## src/rtl/eol_poll_pkg.sv

```systemverilog
package eol_poll_pkg;

  typedef enum logic [2:0] {
    ST_IDLE,
    ST_GAP,
    ST_REQ,
    ST_WAIT,
    ST_MSG
  } eol_state_e;

  // Hysteresis step: low threshold wins, high threshold releases, else hold.
  function automatic logic refill_next(input logic cur, input int unsigned free,
                                       input int unsigned lo, input int unsigned hi);
    if (free <= lo)      return 1'b1;
    else if (free >= hi) return 1'b0;
    else                 return cur;
  endfunction

  // True once the number of zero-size polls reaches the allowed budget.
  function automatic logic tries_spent(input int unsigned tries_after,
                                       input int unsigned budget);
    return tries_after >= budget;
  endfunction

endpackage

```

## src/rtl/eol_gap_timer.sv

```systemverilog
module eol_gap_timer #(
  parameter int GAP_W = 8
) (
  input  logic             clk,
  input  logic             rst_n,
  input  logic             load,
  input  logic [GAP_W-1:0] gap,
  output logic             expired
);
  logic [GAP_W-1:0] cnt_q;

  always_ff @(posedge clk or negedge rst_n) begin
    if (!rst_n)              cnt_q <= '0;
    else if (load)           cnt_q <= gap;
    else if (cnt_q != '0)    cnt_q <= cnt_q - 1'b1;
  end

  assign expired = (cnt_q == '0);
endmodule

```

## src/rtl/eol_try_counter.sv

```systemverilog
module eol_try_counter #(
  parameter int CNT_W = 8
) (
  input  logic             clk,
  input  logic             rst_n,
  input  logic             clr,
  input  logic             inc,
  output logic [CNT_W-1:0] count
);
  logic [CNT_W-1:0] cnt_q;

  always_ff @(posedge clk or negedge rst_n) begin
    if (!rst_n)                        cnt_q <= '0;
    else if (clr)                      cnt_q <= '0;
    else if (inc && (cnt_q != '1))     cnt_q <= cnt_q + 1'b1;
  end

  assign count = cnt_q;
endmodule

```

## src/rtl/eol_refill_hyst.sv

```systemverilog
module eol_refill_hyst
  import eol_poll_pkg::*;
#(
  parameter int FREE_W = 10
) (
  input  logic              clk,
  input  logic              rst_n,
  input  logic [FREE_W-1:0] free_cnt,
  input  logic [FREE_W-1:0] lo_thr,
  input  logic [FREE_W-1:0] hi_thr,
  output logic              active
);
  logic act_q;

  always_ff @(posedge clk or negedge rst_n) begin
    if (!rst_n) act_q <= 1'b0;
    else        act_q <= refill_next(act_q, 32'(free_cnt), 32'(lo_thr), 32'(hi_thr));
  end

  assign active = act_q;
endmodule

```

## src/rtl/eol_poll_ctrl.sv

```systemverilog
module eol_poll_ctrl
  import eol_poll_pkg::*;
#(
  parameter int SIZE_W = 16,
  parameter int CNT_W  = 8,
  parameter int GAP_W  = 8,
  parameter int FREE_W = 10
) (
  input  logic              clk,
  input  logic              rst_n,
  input  logic              eol_evt,
  input  logic [1:0]        policy,
  input  logic [CNT_W-1:0]  max_polls,
  input  logic [GAP_W-1:0]  poll_gap,
  input  logic              poll_done,
  input  logic [SIZE_W-1:0] wrap_size,
  input  logic [FREE_W-1:0] free_cnt,
  input  logic [FREE_W-1:0] refill_lo,
  input  logic [FREE_W-1:0] refill_hi,
  output logic              poll_req,
  output logic              msg_send,
  output logic              refill_active
);
  localparam logic [1:0] POL_FOREVER = 2'b00;
  localparam logic [1:0] POL_NOTIFY  = 2'b01;

  eol_state_e       state_q, state_d;
  logic [1:0]       pol_q;
  logic             gap_load, gap_expired;
  logic             try_clr, try_inc;
  logic [CNT_W-1:0] try_cnt;

  // Named events for the checker
  logic st_idle, evt_accept, poll_hit, poll_miss, budget_out;

  assign st_idle    = (state_q == ST_IDLE);
  assign evt_accept = st_idle && eol_evt;
  assign poll_hit   = (state_q == ST_WAIT) && poll_done && (wrap_size != '0);
  assign poll_miss  = (state_q == ST_WAIT) && poll_done && (wrap_size == '0);
  assign budget_out = pol_q[1] && tries_spent(32'(try_cnt) + 32'd1, 32'(max_polls));

  eol_gap_timer #(.GAP_W(GAP_W)) u_gap (
    .clk(clk), .rst_n(rst_n), .load(gap_load), .gap(poll_gap), .expired(gap_expired)
  );

  eol_try_counter #(.CNT_W(CNT_W)) u_tries (
    .clk(clk), .rst_n(rst_n), .clr(try_clr), .inc(try_inc), .count(try_cnt)
  );

  eol_refill_hyst #(.FREE_W(FREE_W)) u_refill (
    .clk(clk), .rst_n(rst_n), .free_cnt(free_cnt), .lo_thr(refill_lo),
    .hi_thr(refill_hi), .active(refill_active)
  );

  always_comb begin
    state_d  = state_q;
    gap_load = 1'b0;
    try_clr  = 1'b0;
    try_inc  = 1'b0;
    unique case (state_q)
      ST_IDLE: begin
        if (eol_evt) begin
          try_clr = 1'b1;
          if (policy == POL_NOTIFY || (policy[1] && max_polls == '0)) begin
            state_d = ST_MSG;
          end else begin
            state_d  = ST_GAP;
            gap_load = 1'b1;
          end
        end
      end
      ST_GAP:  if (gap_expired) state_d = ST_REQ;
      ST_REQ:  state_d = ST_WAIT;
      ST_WAIT: begin
        if (poll_hit) begin
          state_d = ST_IDLE;
          try_clr = 1'b1;
        end else if (poll_miss) begin
          if (budget_out) begin
            state_d = ST_MSG;
            try_clr = 1'b1;
          end else begin
            state_d  = ST_GAP;
            gap_load = 1'b1;
            try_inc  = 1'b1;
          end
        end
      end
      ST_MSG:  state_d = ST_IDLE;
      default: state_d = ST_IDLE;
    endcase
  end

  always_ff @(posedge clk or negedge rst_n) begin
    if (!rst_n) begin
      state_q <= ST_IDLE;
      pol_q   <= POL_FOREVER;
    end else begin
      state_q <= state_d;
      if (evt_accept) pol_q <= policy;
    end
  end

  assign poll_req = (state_q == ST_REQ);
  assign msg_send = (state_q == ST_MSG);
endmodule

```

## config.mk

```make
export PLATFORM = sky130hd
export DESIGN_NAME = eol_poll_ctrl
export DESIGN_NICKNAME = d
export VERILOG_FILES = /design/src/rtl/eol_poll_pkg.sv /design/src/rtl/eol_gap_timer.sv /design/src/rtl/eol_try_counter.sv /design/src/rtl/eol_refill_hyst.sv /design/src/rtl/eol_poll_ctrl.sv
export SDC_FILE = /design/constraint.sdc
export NUM_CORES = 1
export LEC_CHECK = 0
export BUFFER_PORTS_ARGS = -buffer_cell sky130_fd_sc_hd__buf_4
export CAP_MARGIN = 0
export CORE_ASPECT_RATIO = 0.8
export CORE_MARGIN = 1
export CORE_UTILIZATION = 46
export CTS_CLUSTER_SIZE = 16
export DETAILED_ROUTE_END_ITERATION = 8
export PLACE_DENSITY_LB_ADDON = 0.2
export SETUP_SLACK_MARGIN = 0.2
export SLEW_MARGIN = 20
export SYNTH_ARGS = -nofsm -noshare
export SYNTH_HDL_FRONTEND = slang
export SYNTH_SLANG_ARGS = --single-unit
```

## constraint.sdc

```tcl
create_clock -name clk -period 2.5 [get_ports clk]
set_input_delay 0.375 -clock clk [delete_from_list [all_inputs] [get_ports clk]]
set_output_delay 0.375 -clock clk [all_outputs]
set_load 0.005 [all_outputs]
```

==> summary.md <==
| Metric | Value |
|---|---|
| Int Pwr | about 0.93 mW |
| R2r startpoint | u_tries.count[1]$_DFFE_PN0P_ |
| Slew @ Worst Pin | 0.561 ns |
| Ports | 71 |
| ANT cells | 0 |
| Wire per inst | 12.7 µm |
| Final hold vios | 0 |
| Worst EP required | about 2.7 ns |
| Hold Crit Endpoint | u_gap.cnt_q[6]$_DFFE_PN0P_ |
| Die height | around 61 µm |
| Comb power frac | 46.0% |
| Antenna violations before repair | 0 |
| Area grow syn2layout | 50.1% |
| Hpwl dp | 3.83 mm |
| Part of the cycle the worst path needs | 106% |
| Post-route DRC | 0 |
| Via count | 1957 |
| H-tree Lvls | 1 |
| CP Data Arrival Time | 2.80 ns |
| FFs w/ async S/R, synth | 100% |
| Max Freq | 378 MHz |
| Largest net degree at the start of global routing | 22 |
| Ys flop type | dfrtp_1 |
| Starting density of the core | 50.0% |
| Avg Synthesized Cell Area | 8.69 µm² |
| First-pass GRT wire length | 7.82 mm |
| Root buf cell | clkbuf_8 |
| Syn nets | 328 |
| Failing checks | setup timing |
| 1st-iter DRT viols | a little under 80 |
| Peak VDD IR | between 0.0003 and 0.0004 V |
| Min Tclk post-route | 2.64 ns |
| Die area | 4590 µm² |
| Reg2reg setup slack | -0.14 ns |
| Share of cells above drive strength 1 | just over 40% |
| Synth warnings | 0 |
| Mapped Cells | 229 |
| Most instantiated cells after synthesis | 31 x ha_1, 31 x inv_1, 21 x dfrtp_1, 17 x nor2_1 |
| Post-synth EDFFs | 0 |
| CP Launch Type | flip-flop |
| Yosys top cell area share | 26.4% |
| First-pass iteration count of the detailed router | 4 |
| Outcome | finished with violations |
| Worst R2R Path Depth | 11 |
| Slew headroom | between 60 and 70% |
| Final nets | 428 |
| Max-Cap Viols | 0 |
| Routed vias/inst | 5.11 |
| Post-synthesis sequential area ratio | 26.4% |
| Layout Cells excl Fill | 383 |
| Largest cells by area after synthesis | dfrtp_1 26%, ha_1 19%, mux2_2 6.2% |
| CP peak stage delay | about 0.43 ns |
| Psw | between 0.4 and 0.5 mW |
| Flop pwr share | 37.9% |
| Setup WS post-layout | -0.142 ns |
| Worst-path clk slew | roughly 0.08 ns |
| TritonCTS clock tree | built |
| Hold Path Class | in2reg |
| Synthesized cell area | 1990 µm² |
| Critical path class | reg2reg |
| Detailed Route WL | 4.87 mm |
| Core area | 3980 µm² |
| Worst-path cell chain | ha_4 > nand3_4 > xnor2_1 > ha_1 > a211o_1 > o211ai_1 > o311a_4 > nor2_2 > o31ai_4 > buf_12 > mux2_2 |
| Placed Cells | ~370 |
| Leak Pwr | ~1.5 nW |
| Worst Min Path Start | poll_gap[6] |
| Grt ovf | 0 |
| CP max stage cell | dfrtp_1 |
| Clk_lat worst skew | 0.27 ns |
| Hold depth | 2 |
| Fin. max-slew vios | 0 |
| Worst Setup End Kind | flip-flop |
| IO Port Bufs | 70 |
| RePlAce Congestion | between 0.7 and 0.8 |
| Clk network pwr share | 16.1% |
| Total track usage | 22.0% |
| Die width | approximately 76 µm |
| Post-synth cell types | 42 |
| Number of global-route vias before repair | ~1900 |
| Synthesis-stage register bit count | 21 |
| Switching portion of total power | 33.9% |
| Worst Path Max Fanout | 8 |
| Yosys top cell by area | dfrtp_1 |
| Clock Skew | 0.00273 ns |
| Cell Rows | 20 |
| Num CTS Buffers | 3 |
| Final ANT Viol Nets | 0 |
| Pwr dens | 471 nW/µm² |
| Design Power | 1.41 mW |
| Setup Viol. Count Final | 18 |
| CTS sink cnt | 21 |
| CTS Buffer Depth | 2 |
| Worst r2r dst | u_gap.cnt_q[4]$_DFFE_PN0P_ |
| RSZ-0062 raised after global routing | yes |
[kinds of logic (layout without fill, tap and decap cells)]
kind of cell	count (synthesis)	count (layout)	share of synthesized area, %
flip-flops	21	21	26.4
adder cells (fa/ha/maj)	31	31	19.5
buffers and inverters	33	132	6.29
multiplexers	13	13	7.23
XOR/XNOR	12	12	5.28
AND/OR/NAND/NOR	71	71	18.8
AO/OA/AOI/OAI	48	48	16.5
[worst max-delay path by stage]
stage                            endpoint                    startpoint  slack (ns)  cells past startpoint
2_1_floorplan  u_gap.cnt_q[0]$_DFFE_PN0P_  u_tries.count[0]$_DFFE_PN0P_       -0.11                     10
3_3_place_gp   u_gap.cnt_q[6]$_DFFE_PN0P_  u_tries.count[0]$_DFFE_PN0P_       -0.07                     11
3_5_place_dp   u_gap.cnt_q[4]$_DFFE_PN0P_  u_tries.count[0]$_DFFE_PN0P_       -0.19                     11
4_1_cts        u_gap.cnt_q[4]$_DFFE_PN0P_  u_tries.count[1]$_DFFE_PN0P_       -0.15                     11
5_1_grt        u_gap.cnt_q[4]$_DFFE_PN0P_  u_tries.count[1]$_DFFE_PN0P_       -0.21                     11
6_report       u_gap.cnt_q[4]$_DFFE_PN0P_  u_tries.count[1]$_DFFE_PN0P_       -0.14                     11
[power by group through the flow]
stage / combinational, mW / clock [mW] / sequential, mW
floorplan: 0.415 / 0 / 0.512
global placement: 0.579 / 0 / 0.532
detailed placement: 0.602 / 0 / 0.539
CTS: 0.608 / 0.235 / 0.532
global route: 0.726 / 0.246 / 0.549
finish: 0.646 / 0.226 / 0.533
[cells in the final DEF (no fill, tap or decap), types with 3 or more instances in the layout]
cell type | synthesis | final
buf_4 | 0 | 90
inv_1 | 31 | 31
ha_1 | 31 | 29
dfrtp_1 | 21 | 20
nor2_1 | 17 | 14
nand2_1 | 11 | 11
mux2_2 | 11 | 11
xnor2_1 | 8 | 8
o21ai_0 | 10 | 8
nor4_1 | 7 | 7
a21oi_1 | 11 | 7
nor3_1 | 6 | 6
nand2b_1 | 5 | 5
xor2_1 | 4 | 4
a211oi_1 | 4 | 4
a211o_1 | 4 | 4
nor2b_1 | 5 | 4
or3_1 | 5 | 4
a21oi_2 | 0 | 4
buf_6 | 0 | 4
nand4_1 | 3 | 3
o211ai_1 | 3 | 3
a21o_1 | 3 | 3
clkbuf_8 | 0 | 3
[final cells by class]
class	instances	area (µm²)
Timing Repair Buffer	97	771
Inverter	31	116
Tap cell	55	68.8
Fill cell	293	993
Sequential cell	21	527
Multi-Input combinational cell	175	1460
Clock inverter	1	5.00
Clock buffer	3	41.3
[critical path, delay by kind of cell, from the launching register on]
family	cells	cell delay (ns)
DFF	1	0.43
adders and majority gates	2	0.46
buffers and inverters	1	0.16
muxes	1	0.33
AOI/OAI and AO/OA	4	0.85
xor gates and xnor gates	1	0.14
and+or+nand+nor	2	0.15
[per-layer routing]
metal	GRT usage (%)	share of wire [%]	vias up
met5	0	0	-
met4	2.38	0.29	0
met3	3.49	3.7	2
met2	38.5	49	34
met1	29.8	47	906
li1	-	-	1015
[state kept, by name (all words and copies together) (netlist names)]
| register | cells |
|---|---|
| u_refill.active | 1 |
| state_q | 3 |
| pol_q | 1 |
| u_tries.count | 8 |
| u_gap.cnt_q | 8 |
[repair_timing]
action / in CTS / in global routing
gates cloned: 0 / 1
hold endpoints to repair: 21 / 0
resized for setup: 7 / 19
pin swaps: 13 / 4
setup endpoints to repair: 18 / 18
buffers inserted: 7 / 3
hold buffers: 1 / 0
[metrics by stage]
| stage | hold WS, ns | instance area [µm²] | setup slack, ns | TNS, ns | util [%] |
|---|---|---|---|---|---|
| 5_1_grt | 0.333 | 2990 | -0.211 | -3.17 | 75.0 |
| 6_report | 0.335 | 2990 | -0.142 | -1.73 | 75.0 |
| 3_3_place_gp | 0.274 | 2740 | -0.0715 | -0.616 | 68.8 |
| 4_1_cts | 0.332 | 2870 | -0.149 | -2.37 | 72.2 |
| 3_5_place_dp | 0.274 | 2740 | -0.187 | -1.89 | 68.8 |
| 2_1_floorplan | 0.0794 | 2030 | -0.105 | -0.843 | - |
(Power assumes the default switching activity.)
